<file path="src/rtl/iaq_pkg.sv">
package iaq_pkg;
  localparam int OFS_W = 30;
  localparam int PL_W  = 2;
  localparam int ENT_W = OFS_W + PL_W;

  // source chosen for the back entry on an edge
  typedef enum logic [1:0] {
    BK_HOLD    = 2'd0,
    BK_SEQ     = 2'd1,
    BK_BRANCH  = 2'd2,
    BK_RESTORE = 2'd3
  } bk_src_e;

  // next word in linear order, privilege bits untouched
  function automatic logic [ENT_W-1:0] seq_succ(input logic [ENT_W-1:0] e);
    logic [OFS_W-1:0] w;
    w = e[ENT_W-1:PL_W] + OFS_W'(1);
    return {w, e[PL_W-1:0]};
  endfunction

  // privilege rank used for comparison; reduced mode folds 1..3 together
  function automatic logic [PL_W-1:0] priv_rank(input logic [PL_W-1:0] pl, input bit reduced);
    if (reduced) return {{(PL_W-1){1'b0}}, |pl};
    return pl;
  endfunction
endpackage

</file>
<file path="src/rtl/iaq_ctl.sv">
module iaq_ctl
  import iaq_pkg::*;
(
  input  logic    adv_i,
  input  logic    br_taken_i,
  input  logic    restore_i,
  output bk_src_e bk_src_o,
  output logic    front_ld_o,
  output logic    taken_ld_o,
  output logic    taken_d_o
);
  always_comb begin
    if (restore_i)               bk_src_o = BK_RESTORE;
    else if (adv_i && br_taken_i) bk_src_o = BK_BRANCH;
    else if (adv_i)              bk_src_o = BK_SEQ;
    else                         bk_src_o = BK_HOLD;
  end

  assign front_ld_o = restore_i | adv_i;
  assign taken_ld_o = restore_i | adv_i;
  assign taken_d_o  = (bk_src_o == BK_BRANCH);
endmodule

</file>
<file path="src/rtl/iaq_entry.sv">
module iaq_entry
  import iaq_pkg::*;
#(
  parameter int               SPACE_W = 32,
  parameter logic [ENT_W-1:0] RST_OFS = '0,
  localparam int              SPC_PW  = (SPACE_W == 0) ? 1 : SPACE_W
) (
  input  logic              clk,
  input  logic              rst_n,
  input  logic              ld_i,
  input  logic [ENT_W-1:0]  ofs_d,
  input  logic [SPC_PW-1:0] spc_d,
  output logic [ENT_W-1:0]  ofs_q,
  output logic [SPC_PW-1:0] spc_q
);
  always_ff @(posedge clk or negedge rst_n) begin
    if (!rst_n)    ofs_q <= RST_OFS;
    else if (ld_i) ofs_q <= ofs_d;
  end

  generate
    if (SPACE_W == 0) begin : g_no_space
      logic unused_spc;
      assign unused_spc = ^spc_d;
      assign spc_q = '0;
    end else begin : g_space
      logic [SPC_PW-1:0] spc_r;
      always_ff @(posedge clk or negedge rst_n) begin
        if (!rst_n)    spc_r <= '0;
        else if (ld_i) spc_r <= spc_d;
      end
      assign spc_q = spc_r;
    end
  endgenerate
endmodule

</file>
<file path="src/rtl/iaq_priv_cmp.sv">
module iaq_priv_cmp
  import iaq_pkg::*;
#(
  parameter bit REDUCED_PRIV = 1'b0
) (
  input  logic [PL_W-1:0] front_pl_i,
  input  logic [PL_W-1:0] back_pl_i,
  output logic            back_higher_o,
  output logic            back_lower_o
);
  logic [PL_W-1:0] rf, rb;
  assign rf = priv_rank(front_pl_i, REDUCED_PRIV);
  assign rb = priv_rank(back_pl_i, REDUCED_PRIV);
  // lower number means more privileged
  assign back_higher_o = (rb < rf);
  assign back_lower_o  = (rb > rf);
endmodule

</file>
<file path="src/rtl/insn_addr_queue.sv">
module insn_addr_queue
  import iaq_pkg::*;
#(
  parameter int  SPACE_W      = 32,
  parameter bit  REDUCED_PRIV = 1'b0,
  localparam int SPC_PW       = (SPACE_W == 0) ? 1 : SPACE_W
) (
  input  logic              clk,
  input  logic              rst_n,
  input  logic              adv_i,
  input  logic              br_taken_i,
  input  logic [ENT_W-1:0]  br_tgt_ofs_i,
  input  logic [SPC_PW-1:0] br_tgt_spc_i,
  input  logic              restore_i,
  input  logic [ENT_W-1:0]  rs_front_ofs_i,
  input  logic [SPC_PW-1:0] rs_front_spc_i,
  input  logic [ENT_W-1:0]  rs_back_ofs_i,
  input  logic [SPC_PW-1:0] rs_back_spc_i,
  input  logic              hi_trap_en_i,
  input  logic              lo_trap_en_i,
  input  logic              br_trap_en_i,
  output logic [ENT_W-1:0]  front_ofs_o,
  output logic [SPC_PW-1:0] front_spc_o,
  output logic [ENT_W-1:0]  back_ofs_o,
  output logic [SPC_PW-1:0] back_spc_o,
  output logic              hi_trap_o,
  output logic              lo_trap_o,
  output logic              br_trap_o
);
  localparam logic [ENT_W-1:0] FRONT_RST = '0;
  localparam logic [ENT_W-1:0] BACK_RST  = ENT_W'(1) << PL_W;

  // named internal events
  bk_src_e           bk_src;
  logic              front_ld, taken_ld, taken_d, taken_q;
  logic              back_ld;
  logic [ENT_W-1:0]  front_d, back_d;
  logic [SPC_PW-1:0] front_sd, back_sd;
  logic              back_higher, back_lower;

  iaq_ctl u_ctl (
    .adv_i      (adv_i),
    .br_taken_i (br_taken_i),
    .restore_i  (restore_i),
    .bk_src_o   (bk_src),
    .front_ld_o (front_ld),
    .taken_ld_o (taken_ld),
    .taken_d_o  (taken_d)
  );

  always_comb begin
    front_d  = restore_i ? rs_front_ofs_i : back_ofs_o;
    front_sd = restore_i ? rs_front_spc_i : back_spc_o;
    back_ld  = (bk_src != BK_HOLD);
    unique case (bk_src)
      BK_RESTORE: begin back_d = rs_back_ofs_i;        back_sd = rs_back_spc_i; end
      BK_BRANCH:  begin back_d = br_tgt_ofs_i;         back_sd = br_tgt_spc_i;  end
      BK_SEQ:     begin back_d = seq_succ(back_ofs_o); back_sd = back_spc_o;    end
      default:    begin back_d = back_ofs_o;           back_sd = back_spc_o;    end
    endcase
  end

  iaq_entry #(.SPACE_W(SPACE_W), .RST_OFS(FRONT_RST)) u_front (
    .clk   (clk),
    .rst_n (rst_n),
    .ld_i  (front_ld),
    .ofs_d (front_d),
    .spc_d (front_sd),
    .ofs_q (front_ofs_o),
    .spc_q (front_spc_o)
  );

  iaq_entry #(.SPACE_W(SPACE_W), .RST_OFS(BACK_RST)) u_back (
    .clk   (clk),
    .rst_n (rst_n),
    .ld_i  (back_ld),
    .ofs_d (back_d),
    .spc_d (back_sd),
    .ofs_q (back_ofs_o),
    .spc_q (back_spc_o)
  );

  always_ff @(posedge clk or negedge rst_n) begin
    if (!rst_n)        taken_q <= 1'b0;
    else if (taken_ld) taken_q <= taken_d;
  end

  iaq_priv_cmp #(.REDUCED_PRIV(REDUCED_PRIV)) u_cmp (
    .front_pl_i    (front_ofs_o[PL_W-1:0]),
    .back_pl_i     (back_ofs_o[PL_W-1:0]),
    .back_higher_o (back_higher),
    .back_lower_o  (back_lower)
  );

  assign hi_trap_o = hi_trap_en_i & back_higher;
  assign lo_trap_o = lo_trap_en_i & back_lower;
  assign br_trap_o = br_trap_en_i & taken_q;
endmodule

</file>
<file path="config.mk">
export PLATFORM = sky130hd
export DESIGN_NAME = insn_addr_queue
export DESIGN_NICKNAME = d
export VERILOG_FILES = /design/src/rtl/iaq_pkg.sv /design/src/rtl/iaq_ctl.sv /design/src/rtl/iaq_entry.sv /design/src/rtl/iaq_priv_cmp.sv /design/src/rtl/insn_addr_queue.sv
export SDC_FILE = /design/constraint.sdc
export NUM_CORES = 1
export LEC_CHECK = 0
export BUFFER_PORTS_ARGS = -buffer_cell sky130_fd_sc_hd__buf_2
export CAP_MARGIN = 20
export CORE_UTILIZATION = 42
export CTS_CLUSTER_SIZE = 16
export DETAILED_ROUTE_END_ITERATION = 7
export PLACE_DENSITY_LB_ADDON = 0.12
export SLEW_MARGIN = 15
export SYNTH_ARGS = -nofsm -noshare
export SYNTH_HDL_FRONTEND = slang
export SYNTH_SLANG_ARGS = --single-unit
</file>
<file path="constraint.sdc">
create_clock -name clk -period 1.9 [get_ports clk]
set_input_delay 0 -clock clk [delete_from_list [all_inputs] [get_ports clk]]
set_output_delay 0 -clock clk [all_outputs]
set_load 0.05 [all_outputs]
</file>
==> metrics.csv, run 1 <==
metric,value,unit
run status,"complete, but fails checks",
violated checks,setup timing,
Synth Area in Compound Gates,14.2,%
CP Launch Point,u_back.ofs_q[2],
synth warn,0,
die area,0.0164,mm²
post-synthesis sequential area ratio,48.3,%
Combinational Power Share,29.3,%
grt ovf,0,
final non-filler cell total,1423,
final setup fails,11,
most frequent cells in the layout,"buf_2 (328), dlygate4sd3_1 (169), nand2_1 (137)",
Clock Latency Late Sink,0.42,ns
Critical Path RT,2.16,ns
"Slew Viols, Final",0,
vias,7343,
CTS H-tree depth,4,
placed cell count,1219,
Crit Path Class,register to register,
syn_nets,905,
LEAKAGE,0.00564,µW
Die Ht,128,µm
XOR/XNOR share of the synthesized area,3.27,%
Pre-antenna DRT Iters,5,
Synth cell types,35,
worst vdd ir,616,µV
worst r2r src,u_back.ofs_q[2],
met3 wire len,1610,µm
CTS sink cnt,129,
post-DR vias/cell,5.16,
DRT antenna net count,0,
Cell Rows,45,
cell-by-cell trace of the critical path,"ha_4, inv_2, or4_4, nor3_2, xnor2_1, o221ai_1",
first-pass GRT wire length,37700,µm
type of origin of the critical path,register,
Num CTS Buffers,17,
Setup Skew,0.00926,ns
Total Wirelength,23800,µm
simple-gate area share of the yosys netlist,15.5,%
Worst Hold Depth,5,
Layout Utilization,72.4,%
DR WL/cell,16.8,µm
Internal,6300,µW
register share of total power,34.4,%
"Max FO, Critical Path",4,
initial antenna violation count,1,
Synth Area per Inst,9.52,µm²
"commonest non-fill, non-tap cell in the layout",buf_2,
root buf cell,clkbuf_16,
gr usage total,29.8,%
Setup TNS,-0.379,ns
worst slew pin tran,0.635,ns
Max Cap Violations,0,
clock network fraction of design power,36.3,%
final worst slack,-0.0581,ns
Switching Fraction,34.1,%
Layout area overhead,66.3,%
Synth area leaders,"dfrtp_1 (48%), mux2i_1 (15%), o21ai_0 (7.9%)",
worst flop-to-flop path endpoint,u_back.ofs_q[22],
placed inst area,0.00877,mm²
vias in the first global route,7478,
FILL cells,1117,
arrival time worst endpoint,2.22,ns
Hold Path Class,input port to register,
share of cells above drive strength 1,34.8,%
Starting Density,43.5,%
number of remaining DRC errors,0,
crit path capture,u_back.ofs_q[22],
met2 wire len,11900,µm
Max Used Layer,met5,
Worst R2R Setup Slack,-0.06,ns
CTS tree,done,
critical path's slowest cell,dfstp_4,
"Design Area, Final",0.0111,mm²
CP endpoint kind,register,
unrepaired setup endpoints after global routing,true,
CTS Buffer Depth,2,
"CTS clk-pin slew, worst paths",0.05,ns
Tmin final,1.96,ns
layout net count,1401,
Synth Register Bits,129,
Crit path largest cell delay,0.63,ns
power per cell area,859,mW/mm²
starting DRC count in detailed routing,339,
Fin. Hold Viols,0,
GP Congestion,0.848,
DPL Wire Length,15300,µm
largest family of logic cells by synthesized area,simple AND/OR/NAND/NOR gates,
highest clock rate,511,MHz
Psw,3260,µW
Synth area leader,dfrtp_1,
wl on met1,9480,µm
Max-slew headroom,57.7,%
Ports,331,
core area,0.0154,mm²
Die Wd,128,µm
IO buf count,330,
post-synthesis adder-cell area fraction,0.561,%
fin crit share,103,%
hold slack,0.00953,ns
largest net degree at the start of global routing,69,
Mapped Area,0.00669,mm²
worst reg2reg path depth,6,
top cell type's share of synthesized area,47.9,%
mux contribution to synthesized area,14.8,%
synthesized netlist cell count,702,
Yosys cell counts:
| cell | number |
|---|---|
| and2_1 | 4 |
| nand4_1 | 5 |
| o21ai_0 | 105 |
| or4_4 | 1 |
| nand4_4 | 1 |
| nor3_1 | 2 |
| o221ai_2 | 1 |
| inv_1 | 6 |
| ha_1 | 3 |
| and4_1 | 3 |
| dfstp_2 | 1 |
| buf_2 | 4 |
| a21o_1 | 1 |
| nor4_4 | 1 |
| or2_2 | 1 |
| a21oi_1 | 35 |
| a221oi_1 | 1 |
| nor4b_1 | 1 |
| xnor2_1 | 6 |
| a2111oi_0 | 2 |
| o221ai_1 | 22 |
| clkbuf_1 | 41 |
| dfrtp_1 | 128 |
| xor2_1 | 19 |
| nand2b_1 | 1 |
| mux2i_1 | 99 |
| nor2b_1 | 1 |
| or3_1 | 1 |
| nor2_1 | 7 |
| buf_1 | 8 |
| nand2_1 | 139 |
| nor4_2 | 2 |
| nand3_1 | 21 |
| and3_1 | 28 |
| o31ai_1 | 1 |
how the worst min path moves through the flow:
stage / start / to / slack, ns
3_5_place_dp: rst_n / u_front.ofs_q[10] / 0.004
2_1_floorplan: rst_n / taken_q / -0.30
4_1_cts: br_tgt_ofs_i[2] / u_back.ofs_q[2] / 0.004
3_3_place_gp: rst_n / u_front.ofs_q[10] / 0.008
6_report: br_tgt_ofs_i[2] / u_back.ofs_q[2] / 0.01
5_1_grt: br_tgt_ofs_i[28] / u_back.ofs_q[28] / 0.03
kinds of logic (layout without fill, tap and decap cells):
family,Yosys count,after routing
multiplexers,99,99
AND/OR/NAND/NOR,219,219
buffers and inverters,59,568
XOR/XNOR,25,25
AO/OA/AOI/OAI,168,168
flip-flops,129,129
other,0,1
adder cells (fa/ha/maj),3,3
final cells by class:
type | count | area, µm² | share of cell area [%]
antenna | 1 | 2.50 | 0.0225
clock buffer | 23 | 468 | 4.21
clock inverter | 9 | 155 | 1.39
inverter | 6 | 22.5 | 0.202
multi-input combinational | 514 | 3290 | 29.6
sequential | 129 | 3250 | 29.2
tap | 211 | 264 | 2.37
timing repair buffer | 530 | 3670 | 33.0
metal layers:
metal  track usage [%]  vias up
met3              7.93       75
met4              14.7        2
li1                  -     3485
met1              34.1     3470
met2              51.3      311
met5                 0        -
critical path, delay by kind of cell (launching register included):
kind | cells | cell delay [ns]
XOR/XNOR | 1 | 0.14
AO/OA/AOI/OAI | 1 | 0.11
adder cells (fa/ha/maj) | 1 | 0.13
flip-flops | 1 | 0.63
buffers and inverters | 1 | 0.03
AND/OR/NAND/NOR | 2 | 0.76
metrics by stage:
stage	total power [µW]	setup WS, ns
floorplan	4930	-0.134
global placement	5760	-0.0320
detailed placement	5780	-0.0559
CTS	9580	-0.0739
global route	9940	-0.168
finish	9560	-0.0581
timing repair:
item / 4_1_cts / 5_1_grt
setup endpoints to repair: 7 / 13
gates cloned: 0 / 1
gates resized for setup: 1 / 4
hold buffers: 169 / 0
hold endpoints to repair: 218 / 0
pin swaps: 3 / 1
buffers inserted: 0 / 1
sequential cells by signal, summed over array words and instances, names as in the netlist:
signal         count
taken_q            1
u_back.ofs_q      32
u_front.spc_q     32
u_front.ofs_q     32
u_back.spc_q      32
power groups by stage:
stage               sequential [µW]  combinational (µW)  clock [µW]
floorplan                      4290                 644           0
global placement               3320                2440           0
detailed placement             3320                2460           0
CTS                            3280                2780        3520
global route                   3330                2980        3630
finish                         3290                2800        3470
Note: power is estimated with default switching activity, not from simulation.
==> run 2: changes to the inputs <==
Settings changed: CORE_AREA from default to 2 2 130 132, CORE_UTILIZATION 42 to default, DIE_AREA from default to 0 0 132 134.
Clock period 1.9 ns to 2.36 ns, I/O delays scaled along.
==> metrics.csv, run 2 (synthesis gave the netlist of run 1 again) <==
metric,value,unit,change
CP top delay family,buffers and inverters,,
worst slew pin tran,0.611,ns,-0.0240 ns
cell-by-cell trace of the critical path,"nand4_4, nor4_2, buf_4, nand4_1, xor2_1, o221ai_1, dlygate4sd3_1",,
Critical Path RT,2.66,ns,+0.50 ns
Worst Hold Depth,5,,unchanged
vias in the first global route,7328,,-2.0%
DR WL/cell,16.4,µm,-2.3%
Total Wirelength,23200,µm,-2.9%
FILL cells,1337,,+20%
hold_sp,br_tgt_ofs_i[30],,
worst reg2reg path depth,7,,+1
Crit Path Class,register to register,,
placed inst area,0.00856,mm²,-2.4%
Ports,331,,unchanged
Setup Skew,0.00867,ns,-0.000589 ns
Clock Latency Late Sink,0.42,ns,about the same
Post-CTS Setup Bufs,0,,unchanged
share of cells above drive strength 1,32.8,%,-2.0 points
CP endpoint kind,register,,
Num CTS Buffers,17,,unchanged
Cell Rows,47,,+4.4%
run status,finished clean,,
Max-slew headroom,59.3,%,+1.6 points
"Max FO, Critical Path",9,,+5
final setup fails,0,,-11
power per cell area,683,mW/mm²,-21%
largest net degree at the start of global routing,130,,+88%
CTS sink cnt,129,,unchanged
register area,0.00324,mm²,-0.42%
worst vdd ir,501,µV,-19%
Worst R2R Setup Slack,0.14,ns,+0.20 ns
IO buf count,330,,unchanged
fin crit share,94.1,%,-9.0 points
Crit path largest cell delay,0.58,ns,-0.05 ns
"Slew Viols, Final",0,,unchanged
DRT antenna net count,0,,unchanged
core area,0.0163,mm²,+6.0%
footprint of the multi-input gates,0.00324,mm²,-1.6%
Starting Density,41.0,%,-2.5 points
Die Ht,134,µm,+4.5%
gr usage total,26.1,%,-3.6 points
worst flop-to-flop path endpoint,u_back.ofs_q[21],,
Setup TNS,0,ns,+0.379 ns
most frequent cells in the layout,"buf_2 (327), dlygate4sd3_1 (170), nand2_1 (138)",,
Pre-antenna DRT Iters,5,,unchanged
highest clock rate,450,MHz,-12%
Layout area overhead,62.2,%,
vias,7184,,-2.2%
placed cell count,1213,,-0.49%
unrepaired setup endpoints after global routing,false,,
DPL Wire Length,14900,µm,-2.6%
post-DR vias/cell,5.08,,-1.6%
arrival time worst endpoint,2.52,ns,+0.30 ns
critical path's slowest cell,dlygate4sd3_1,,
LEAKAGE,0.00550,µW,-2.4%
"commonest non-fill, non-tap cell in the layout",buf_2,,
root buf cell,clkbuf_16,,
"CTS clk-pin slew, worst paths",0.06,ns,about the same
starting DRC count in detailed routing,308,,-9.1%
final non-filler cell total,1415,,-0.56%
Max Cap Violations,0,,unchanged
"Design Area, Final",0.0108,mm²,-2.5%
type of origin of the critical path,register,,
GP Congestion,0.805,,-5.0%
first-pass GRT wire length,37000,µm,-1.9%
Hold Path End,u_back.ofs_q[30],,
Tmin final,2.22,ns,+0.262 ns
CTS tree,done,,
Die Wd,132,µm,+3.0%
die area,0.0177,mm²,+7.7%
total power,7400,µW,-23%
CTS H-tree depth,4,,unchanged
Hold Path Class,input port to register,,
hold slack,0.0192,ns,+0.00965 ns
worst r2r src,u_back.ofs_q[5],,
number of remaining DRC errors,0,,unchanged
Fin. Hold Viols,0,,unchanged
grt ovf,0,,unchanged
layout net count,1385,,-1.1%
critical path buffer and inverter count,2,,+1
initial antenna violation count,1,,unchanged
CTS Buffer Depth,2,,unchanged
[run 2: cell types whose count changed in the layout (fill, tap and decap cells not counted), moves of 4 or more]
cell      before  now
buf_12         6    2
buf_4         24   13
clkbuf_1       4    0
dfrtp_1      113  121
dfrtp_2       15    7
[run 2: worst register-to-register path, cell delays in order, from the launching register on]
cell	delay, ns
dfrtp_2	0.44
nand4_4	0.16
nor4_2	0.31
buf_4	0.22
nand4_1	0.13
xor2_1	0.16
o221ai_1	0.12
dlygate4sd3_1	0.58
[run 2: what timing repair did]
item / CTS / global route
endpoints found under the hold margin: 184 / 0
hold buffers: 170 / 0
endpoints found under the setup margin: 0 / 1
gates resized for setup: 0 / 8
[run 2: worst max-delay path by stage]
stage                          startpoint          endpoint  depth (start not counted)
after floorplan           u_back.ofs_q[2]  u_back.ofs_q[28]                          6
after global placement    u_back.ofs_q[2]  u_back.ofs_q[28]                          6
after detailed placement  u_back.ofs_q[2]  u_back.ofs_q[28]                          6
after CTS                 u_back.ofs_q[8]  u_back.ofs_q[21]                          7
after global routing      u_back.ofs_q[5]  u_back.ofs_q[21]                          7
final                     u_back.ofs_q[5]  u_back.ofs_q[21]                          7
[run 2: metal layers]
| layer | vias to the layer above | GRT usage, % | share of wire [%] |
|---|---|---|---|
| li1 | 3453 | - | - |
| met2 | 285 | 43.9 | 49 |
| met1 | 3395 | 31.8 | 41 |
| met5 | - | 0 | 0 |
| met3 | 51 | 6.84 | 6.7 |
| met4 | 0 | 11.3 | 3.1 |
[run 2: where the power goes]
part / switching, µW / internal, µW
combinational: 1400 / 759
clock: 979 / 1590
sequential: 235 / 2440
total: 2620 / 4790
[run 2: layout make-up]
type,instances,area share [%]
inverters,6,0.208
multi-input cells,514,29.9
well taps,220,2.54
repair buffers,514,32.3
diodes,2,0.0461
flip-flops and latches,129,29.9
clock inverters,11,1.06
clock buffers,19,4.18
[run 2: per-stage QoR]
| step | worst slack [ns] | util [%] |
|---|---|---|
| 2_1_floorplan | 0.0822 | - |
| 4_1_cts | 0.0278 | 66.5 |
| 5_1_grt | 0.0113 | 66.6 |
| 6_report | 0.140 | 66.6 |
| 3_3_place_gp | 0.217 | 52.5 |
| 3_5_place_dp | 0.160 | 52.5 |
==> run 3: changes to the inputs <==
Settings changed: PLACE_DENSITY from default to 0.79, PLACE_DENSITY_LB_ADDON 0.12 to default, SLEW_MARGIN 15 to default.
==> metrics.csv, run 3 (synthesis gave the netlist of run 1 again) <==
metric,value,unit,change
run status,finished clean,,
most frequent cells in the layout,"buf_2 (327), dlygate4sd3_1 (175), nand2_1 (138)",,
Worst R2R Setup Slack,0.14,ns,about the same
CTS sink cnt,129,,unchanged
number of remaining DRC errors,0,,unchanged
Setup Skew,0.0102,ns,+0.00151 ns
fin crit share,94.2,%,+0.096 points
Critical Path RT,2.63,ns,-0.03 ns
"Max FO, Critical Path",7,,-2
arrival time worst endpoint,2.50,ns,-0.02 ns
Internal,4780,µW,-0.21%
worst slew pin tran,0.785,ns,+0.174 ns
root buf cell,clkbuf_16,,
worst reg2reg path depth,6,,-1
vias,7705,,+7.3%
Max Cap Violations,0,,unchanged
final setup fails,0,,unchanged
Layout Utilization,66.9,%,+0.36 points
Psw,2800,µW,+7.0%
worst vdd ir,452,µV,-9.7%
CTS tree,done,,
Diodes inserted,0,,-2
met2 GRT Util,51.8,%,+7.9 points
core area,0.0163,mm²,unchanged
Setup TNS,0,ns,unchanged
Pre-antenna DRT Iters,5,,unchanged
DPL Wire Length,15100,µm,+1.5%
post-DR vias/cell,5.43,,+7.0%
Resize count post-CTS,0,,unchanged
"Design Area, Final",0.0109,mm²,+0.54%
Cell Rows,47,,unchanged
Num CTS Buffers,17,,unchanged
starting DRC count in detailed routing,466,,+51%
gr usage total,29.8,%,+3.7 points
Starting Density,41.0,%,unchanged
Die Ht,134,µm,unchanged
FILL cells,1193,,-11%
hold_buf cts,175,,+2.9%
GP Congestion,0.809,,+0.45%
Tmin final,2.22,ns,+0.00225 ns
DR WL/cell,18.6,µm,+14%
layout net count,1388,,+0.22%
Total Wirelength,26400,µm,+14%
initial antenna violation count,0,,-1
Hold Path End,u_back.ofs_q[26],,
Worst Hold Depth,4,,-1
vias in the first global route,8061,,+10%
power per cell area,695,mW/mm²,+1.8%
"commonest non-fill, non-tap cell in the layout",buf_2,,
type of origin of the critical path,register,,
"Slew Viols, Final",0,,unchanged
met1 Use GR,34.3,%,+2.5 points
Clock Latency Late Sink,0.42,ns,about the same
Max-slew headroom,47.6,%,-12 points
highest clock rate,450,MHz,-0.10%
IO buf count,330,,unchanged
die area,0.0177,mm²,unchanged
largest net degree at the start of global routing,102,,-22%
hold_sp,br_tgt_ofs_i[26],,
first-pass GRT wire length,42000,µm,+14%
register share of total power,35.4,%,-0.7 points
met3 Track Usage GR,7.52,%,+0.68 points
CTS Buffer Depth,2,,unchanged
share of cells above drive strength 1,31.9,%,-0.89 points
Hold Path Class,input port to register,,
CP endpoint kind,register,,
"CTS clk-pin slew, worst paths",0.06,ns,about the same
Crit Path Class,register to register,,
Post-CTS Setup Bufs,0,,unchanged
LEAKAGE,0.00552,µW,+0.33%
Switching Fraction,37.0,%,+1.6 points
Die Wd,132,µm,unchanged
unrepaired setup endpoints after global routing,false,,
Fin. Hold Viols,0,,unchanged
placed inst area,0.00857,mm²,+0.12%
clock network fraction of design power,35.1,%,+0.5 points
CTS H-tree depth,4,,unchanged
Ports,331,,unchanged
Layout area overhead,63.1,%,
most used routing layer,met2,,
worst flop-to-flop path endpoint,u_back.ofs_q[28],,
worst r2r src,u_back.ofs_q[2],,
Combinational Power Share,29.5,%,+0.3 points
DRT antenna net count,0,,unchanged
grt ovf,0,,unchanged
run 3: cell count changes in the layout (fill, tap and decap cells not counted), moves of 4 or more:
cell / previous run / this run
buf_4: 13 / 9
dfrtp_2: 7 / 0
clkinv_2: 5 / 1
dfrtp_1: 121 / 128
inv_6: 0 / 4
dlygate4sd3_1: 170 / 175
run 3: routing by layer:
metal / vias to the layer above / wire (µm)
met2: 459 / 13300
met5: - / 0
li1: 3450 / -
met3: 93 / 2060
met1: 3703 / 9870
met4: 0 / 1190
run 3: how the worst max path moves through the flow:
| stage | from | to | slack, ns | cells after the start |
|---|---|---|---|---|
| 4_1_cts | u_back.ofs_q[2] | u_back.ofs_q[28] | 0.14 | 6 |
| 6_report | u_back.ofs_q[2] | u_back.ofs_q[28] | 0.14 | 6 |
| 2_1_floorplan | u_back.ofs_q[2] | u_back.ofs_q[28] | 0.08 | 6 |
| 5_1_grt | u_back.ofs_q[2] | u_back.ofs_q[28] | 0.02 | 6 |
| 3_5_place_dp | u_back.ofs_q[2] | u_back.ofs_q[28] | 0.17 | 6 |
| 3_3_place_gp | u_back.ofs_q[2] | u_back.ofs_q[28] | 0.21 | 6 |
run 3: area by class of cell:
| type | count | area (µm²) | area share, % |
|---|---|---|---|
| clock buffers | 18 | 429 | 3.94 |
| clock inverters | 14 | 156 | 1.43 |
| inverters | 6 | 22.5 | 0.207 |
| multi-input cells | 514 | 3230 | 29.7 |
| flip-flops and latches | 129 | 3230 | 29.6 |
| well taps | 220 | 275 | 2.52 |
| repair buffers | 517 | 3560 | 32.6 |
run 3: power by group through the flow:
stage	Combinational, µW	Sequential, µW	Clock (µW)
floorplan	514	3440	0
global placement	1880	2690	0
detailed placement	1900	2700	0
CTS	2170	2660	2680
global route	2360	2710	2760
finish	2230	2680	2660
run 3: worst max-delay path, cell delays in order (launching register included):
cell and delay, ns:
dfstp_2 0.59, ha_1 0.21, inv_1 0.10, or4_4 0.60, nor4_4 0.30, xnor2_1 0.17
o221ai_2 0.12
run 3: through the flow:
| stage | worst slack, ns | cells | power, µW | hold slack (ns) |
|---|---|---|---|---|
| final | 0.137 | 1418 | 7580 | 0.0140 |
| after global routing | 0.0243 | 1418 | 7830 | 0.0347 |
| after CTS | 0.143 | 1418 | 7520 | 0.00282 |
| after detailed placement | 0.169 | 1211 | 4600 | -0.0520 |
| after global placement | 0.207 | 1211 | 4570 | -0.0567 |
| after floorplan | 0.0822 | 702 | 3960 | -0.296 |
